### config.mk
export PLATFORM = sky130hd
export DESIGN_NAME = bus_phase_tracker
export DESIGN_NICKNAME = d
export VERILOG_FILES = /design/src/rtl/bus_phase_tracker.sv
export SDC_FILE = /design/constraint.sdc
export NUM_CORES = 1
export LEC_CHECK = 0
export ABC_AREA = 1
export ABC_CLOCK_PERIOD_IN_PS = 1640
export BUFFER_PORTS_ARGS = -buffer_cell sky130_fd_sc_hd__buf_2
export CAP_MARGIN = 15
export CORE_AREA = 5 5 42 44
export CTS_BUF_LIST = sky130_fd_sc_hd__clkbuf_4
export DETAILED_ROUTE_END_ITERATION = 6
export DIE_AREA = 0 0 47 49
export PLACE_DENSITY = 0.77
export SETUP_SLACK_MARGIN = 0.5
export SLEW_MARGIN = 20
export SYNTH_ARGS = -nofsm -noshare
export SYNTH_HDL_FRONTEND = slang
export SYNTH_SLANG_ARGS = --single-unit
### constraint.sdc
create_clock -name clk2 -period 1.64 [get_ports clk2]
set_clock_uncertainty 0.1 [all_clocks]
set_input_delay 0.246 -clock clk2 [delete_from_list [all_inputs] [get_ports clk2]]
set_output_delay 0.246 -clock clk2 [all_outputs]
set_load 0.02 [all_outputs]
### src/rtl/bus_phase_tracker.sv
module bus_phase_tracker #(
  parameter int HOLD_CYCLES = 16
) (
  input  logic       clk2,
  input  logic       pwr_good,
  input  logic       ads_n,
  input  logic       na_n,
  input  logic       rdy_n,
  input  logic       mio,
  input  logic       dc,
  input  logic       wr,
  input  logic       a1,
  input  logic       ucs_n,
  output logic       cpu_reset,
  output logic       phase2,
  output logic [2:0] bus_state,
  output logic       xcvr_off,
  output logic       nmi
);
  localparam int CW = $clog2(HOLD_CYCLES + 1);
  localparam logic [CW-1:0] LAST = CW'(HOLD_CYCLES - 1);

  typedef enum logic [2:0] {TI = 3'd0, T1 = 3'd1, T2 = 3'd2, T1P = 3'd3, T2P = 3'd4} bst_t;

  logic pg_s1, pg_s2, rst_q, ph, na_seen, dp_seen, nmi_q;
  logic [CW-1:0] hold_cnt;
  bst_t st, st_nxt;

  always_ff @(posedge clk2 or negedge pwr_good)
    if (!pwr_good) begin
      pg_s1 <= 1'b0;
      pg_s2 <= 1'b0;
    end else begin
      pg_s1 <= 1'b1;
      pg_s2 <= pg_s1;
    end

  always_ff @(posedge clk2)
    if (!pg_s2) begin
      hold_cnt <= '0;
      rst_q    <= 1'b1;
    end else if (hold_cnt != LAST) hold_cnt <= hold_cnt + 1'b1;
    else rst_q <= 1'b0;

  always_ff @(posedge clk2)
    if (rst_q) ph <= 1'b1;
    else ph <= ~ph;

  wire sample   = ph & ~rst_q;
  wire ads      = ~ads_n;
  wire rdy      = ~rdy_n;
  wire pipe_ads = ads & na_seen;
  wire shutdown = ads & mio & ~dc & wr & ~a1;

  always_comb begin
    st_nxt = st;
    case (st)
      TI:      if (ads) st_nxt = T1;
      T1, T1P: st_nxt = T2;
      T2:      if (rdy) st_nxt = pipe_ads ? T1P : TI;
               else if (pipe_ads) st_nxt = T2P;
      T2P:     if (rdy) st_nxt = T1P;
      default: st_nxt = TI;
    endcase
  end

  always_ff @(posedge clk2)
    if (rst_q) begin
      st      <= TI;
      na_seen <= 1'b0;
      nmi_q   <= 1'b0;
    end else if (sample) begin
      st      <= st_nxt;
      na_seen <= (st_nxt == T2) & (((st == T2) & na_seen) | ~na_n);
      if (shutdown) nmi_q <= 1'b1;
      else if (!ucs_n) nmi_q <= 1'b0;
    end

  always_ff @(posedge clk2)
    if (rst_q) dp_seen <= 1'b0;
    else if (st == T2 || st == T2P) dp_seen <= 1'b1;

  assign cpu_reset = rst_q;
  assign phase2    = ph;
  assign bus_state = st;
  assign nmi       = nmi_q;
  assign xcvr_off  = dp_seen & (st == TI || st == T1 || st == T1P);

  assert_reset_follows_pg_R1: assert property (@(posedge clk2) !pg_s2 |=> cpu_reset);
  assert_no_change_off_phase_R2: assert property (@(posedge clk2) disable iff (rst_q)
    !ph |=> $stable(bus_state));
  assert_t1_leads_to_t2_R3: assert property (@(posedge clk2) disable iff (rst_q)
    (ph && (bus_state == 3'd1 || bus_state == 3'd3)) |=> bus_state == 3'd2);
  assert_ready_ends_cycle_R4: assert property (@(posedge clk2) disable iff (rst_q)
    (ph && bus_state == 3'd2 && !rdy_n && ads_n) |=> bus_state == 3'd0);
  assert_pipe_done_R5: assert property (@(posedge clk2) disable iff (rst_q)
    (ph && bus_state == 3'd4 && !rdy_n) |=> bus_state == 3'd3);
  assert_guard_after_data_R7: assert property (@(posedge clk2) disable iff (rst_q)
    (ph && bus_state == 3'd2 && !rdy_n) |=> xcvr_off);
  assert_shutdown_sets_nmi_R8: assert property (@(posedge clk2) disable iff (rst_q)
    (ph && !ads_n && mio && !dc && wr && !a1) |=> nmi);
  assert_nmi_holds_off_phase_R9: assert property (@(posedge clk2) disable iff (rst_q)
    (!ph && nmi) |=> nmi);
endmodule

# After elaboration in Yosys (flattened, before gate mapping)
# Index checks and enable logic that the tools add are counted.
# W data, S select, Z words.
op_classes:
  addsub: 1
  eq_ne: 7
  n_mux: 8
  bitwise_logic: 16
  n_reduce_logical: 6
op_table:
  columns: ["op", "n"]
  rows:
  - ["$mux W3", 4]
  - ["$pmux W3 S4", 1]
  - ["$and A1 B1 Y1", 9]
  - ["$eq A3 B2 Y1 const B", 3]
  - ["$not A1 Y1", 6]
  - ["$add A5 B1 Y5 const B", 1]
  - ["$ne A5 B4 Y1 const B", 1]
  - ["$eq A3 B1 Y1 const B", 1]
  - ["$eq A3 B3 Y1 const B", 1]
  - ["$logic_not A3 Y1", 1]
  - ["$logic_or A1 B1 Y1", 3]
  - ["$mux W1", 2]
  - ["$mux W2", 1]
  - ["$ne A2 B1 Y1 const B", 1]
  - ["$reduce_and A2 Y1", 1]
  - ["$reduce_or A2 Y1", 1]
  - ["$or A1 B1 Y1", 1]
totals:
  register_bits: 15
  inputBits: 10
  output_inout_bits: 7
  elab_cells: 47

# Depth between registers and ports, before layout
depth:
  ltp_word: 7
  ltp_mapped: 10
  ltp_nobuf: 10

# Worst setup path before layout
# No wires, ideal clock.
synth_path:
  path_kind: "reg-to-reg"
  startpoint: "reg hold_cnt[0]"
  endpoint: "reg hold_cnt[3]"
  arrival_time_ns: 1.272
  required_ns: 1.427
  slack_ns: 0.156
  stages_incl_launch_ff: 11
  n_path_buf: 0
  cell_sequence: "dfxtp_1 > ha_1 > inv_1 > nor2_1 > ha_1 > inv_2 > nand2_1 > nor3_1 > nand2_1 > nand2_1 > nor2_1"
synth_via:
  elab_chain_len: 1
synth_rtl:
  columns: ["item", "line_no", "rtl"]
  rows:
  - ["from (decl)", "26", "logic [CW-1:0] hold_cnt;"]
  - ["from (signal assigned)", "42", "end else if (hold_cnt != LAST) hold_cnt <= hold_cnt + 1'b1;"]
  - ["$add A5 B1 Y5 / $ne A5 B4 Y1 (equally long branches)", "42", null]
# Several ways; a longest one is shown, not always the timed one.
# A chain may end at the register's enable or synchronous reset.

# Worst setup path after layout
# Ends and elaborated chain as after synthesis.

==> flow_summary.json <==
{
  "cts.sinks": 15,
  "crit_fanout": 5,
  "tns_ns": 0,
  "slew_violations": 0,
  "ys_warn_count": 0,
  "powerDensity_nw_per_um2": 548.9,
  "drc": 0,
  "hold_viol": 0,
  "ant_nets": 0,
  "avgRoutedWirePerCell_um": 13.79,
  "grt_max_degree": 9,
  "r2r_cells": 10,
  "drt_wl_total_um": 2068,
  "first_pass_iters": 7,
  "vias": 775,
  "syn_avg_cell_area_um2": 7.330,
  "ys_types": 21,
  "clkTransAtPathRegs_ns": 0.08,
  "largest_reg_flops": 5,
  "nNetsFinal": 147,
  "fmax_ghz": 0.6986,
  "fin_crit_sh_pct": 87.28,
  "syn_to_final_growth_pct": 78.48,
  "cts_root_buffer": "clkbuf_4",
  "post-route-util_pct": 85.89,
  "mostFrequentLayoutCells": "17 x nand2_1, 15 x buf_4, 13 x buf_6",
  "timing.rr.start": "hold_cnt[0]",
  "rsz0062_at_grt": "yes",
  "crit_chain": "ha_4 > inv_4 > nor2_4 > ha_4 > clkinv_4 > nand2_4 > nor3_4 > nand2_1 > nand2_1 > nor2_1",
  "syn_area_um2": 674.4,
  "cts_tree": "yes",
  "yosysSeqAreaShare_pct": 46.01,
  "start_util_pct": 48.13,
  "netlist_instances": 92,
  "cts_max_level": 1,
  "critPathKind": "reg -> reg",
  "grt_pass1_vias": 687,
  "grt.total_usage_pct": 16.47,
  "vias_per_cell": 5.167,
  "critPathRequiredTime_ns": 1.71,
  "min_from": "dc",
  "clock_latency_ns": 0.27,
  "start_kind": "flop",
  "io_buffers": 16,
  "core_um2": 1401,
  "dp_hpwl_um": 1132,
  "die_h_um": 49,
  "leakage_nw": 0.5482,
  "grt_overflow_total": 0,
  "io_pins": 17,
  "drv_cap": 0,
  "cts_max_path_buffers": 2,
  "drt-initial-drc-count": 14,
  "status": "finished, final reports clean",
  "antenna_found_initial": 0,
  "regMostFlops": "hold_cnt",
  "crit_path_top_delay_cell": "dfxtp_4",
  "yosys_register_bits": 15,
  "dieWidth_um": 47,
  "row_count": 14,
  "worstSetupEndpointType": "flop",
  "fp.dieArea_um2": 2303,
  "drive_above_1_share_pct": 60.45,
  "place_congestion": 0.8234,
  "setup_viol": 0,
  "cpPeakStageDelay_ns": 0.36,
  "grt_pass1_wl_um": 2739,
  "diodes": 0,
  "min_path_type": "in -> reg",
  "period_minus_slack_ns": 1.431,
  "layout_commonest_cell": "nand2_1",
  "synth_nets": 104,
  "worstPathArrival_ns": 1.50,
  "timing.rr.end": "hold_cnt[3]",
  "numCtsBuffers": 3,
  "hold_depth": 4,
  "ff2ff_setup_slack_ns": 0.21,
  "irDropWorstVdd_mv": 0.6791,
  "whs_endpoint": "nmi"
}
[metrics by stage]
stage / setup slack (ns) / hold slack, ns / power, mW / area (um2) / instances
final: 0.2086 / 0.1370 / 0.6607 / 1204 / 150
after floorplan: 0.3002 / -0.1496 / 0.4109 / 699.4 / 92
after CTS: 0.2181 / 0.1268 / 0.6531 / 1013 / 139
after detailed placement: 0.1931 / -0.06769 / 0.4292 / 799.5 / 124
after global routing: 0.1487 / 0.1559 / 0.7029 / 1204 / 150
after global placement: 0.2655 / -0.06771 / 0.4285 / 799.5 / 124
[cell families (layout without fill, tap and decap cells)]
family	Yosys count	after routing	synth area share [%]
and+or+nand+nor	43	43	29.50
adders and majority gates	2	2	3.710
other	1	1	0.5561
DFF	15	15	46.01
buffers and inverters	16	58	8.904
AOI/OAI and AO/OA	15	15	11.32
[per-layer routing]
metal	part of all wire [%]	track usage (%)
met3	5.1	2.214
met5	0	0
met1	34	15.54
met4	2.1	10.14
met2	58	30.54
[cell type report]
class / count / area, um2
Tap cell: 16 / 20.02
Fill cell: 70 / 197.7
Inverter: 16 / 70.07
Timing Repair Buffer: 38 / 314.1
Sequential cell: 15 / 332.8
Multi-Input combinational cell: 61 / 436.7
Clock buffer: 4 / 30.03
[synth_stat cells]
cell type  count  area (um2)
nor2_2         1       6.260
nand4_1        2       12.51
nand2_1       21       78.83
nor3_1         1       5.000
o21ai_1        5       25.02
conb_1         1       3.750
ha_1           2       25.02
nor3b_1        1       7.510
o21ai_0        5       25.02
dfxtp_1       13       260.3
inv_2          4       15.01
nand2_2        2       12.51
and3_1         1       6.260
a21oi_1        4       20.02
dfrtp_1        2       50.05
o22ai_1        1       6.260
and3_2         1       7.510
inv_1         12       45.04
nand3_1        5       25.02
nor2_4         1       11.26
nor2_1         7       26.28
[critical path: cells and delay by family, from the launching register on]
family / cells / cell delay, ns
and+or+nand+nor: 6 / 0.41
DFF: 1 / 0.36
buffers and inverters: 2 / 0.13
adders and majority gates: 2 / 0.34
[worst max-delay path by stage]
stage	start	to	cells after the start	slack, ns
6_report	hold_cnt[0]	hold_cnt[3]	10	0.21
5_1_grt	hold_cnt[3]	hold_cnt[0]	7	0.15
4_1_cts	bus_state[0]	xcvr_off	4	0.22
3_5_place_dp	hold_cnt[0]	hold_cnt[3]	10	0.19
3_3_place_gp	hold_cnt[0]	hold_cnt[3]	10	0.27
2_1_floorplan	hold_cnt[0]	hold_cnt[3]	10	0.30
[where the power goes]
part / switching [mW] / internal [mW] / total (mW) / leakage, nW
Clock: 0.102 / 0.111 / 0.213 / 0.0184
Combinational: 0.0343 / 0.0373 / 0.0716 / 0.398
Sequential: 0.00915 / 0.367 / 0.376 / 0.132
Total: 0.145 / 0.515 / 0.661 / 0.548
[timing repair]
| item | CTS | global route |
|---|---|---|
| endpoints found under the hold margin | 2 | 0 |
| setup endpoints to repair | 14 | 19 |
| setup buffers | 10 | 11 |
| hold buffers | 1 | 0 |
| resized for setup | 35 | 31 |
| pin swaps | 5 | 16 |
(Power assumes the default switching activity.)
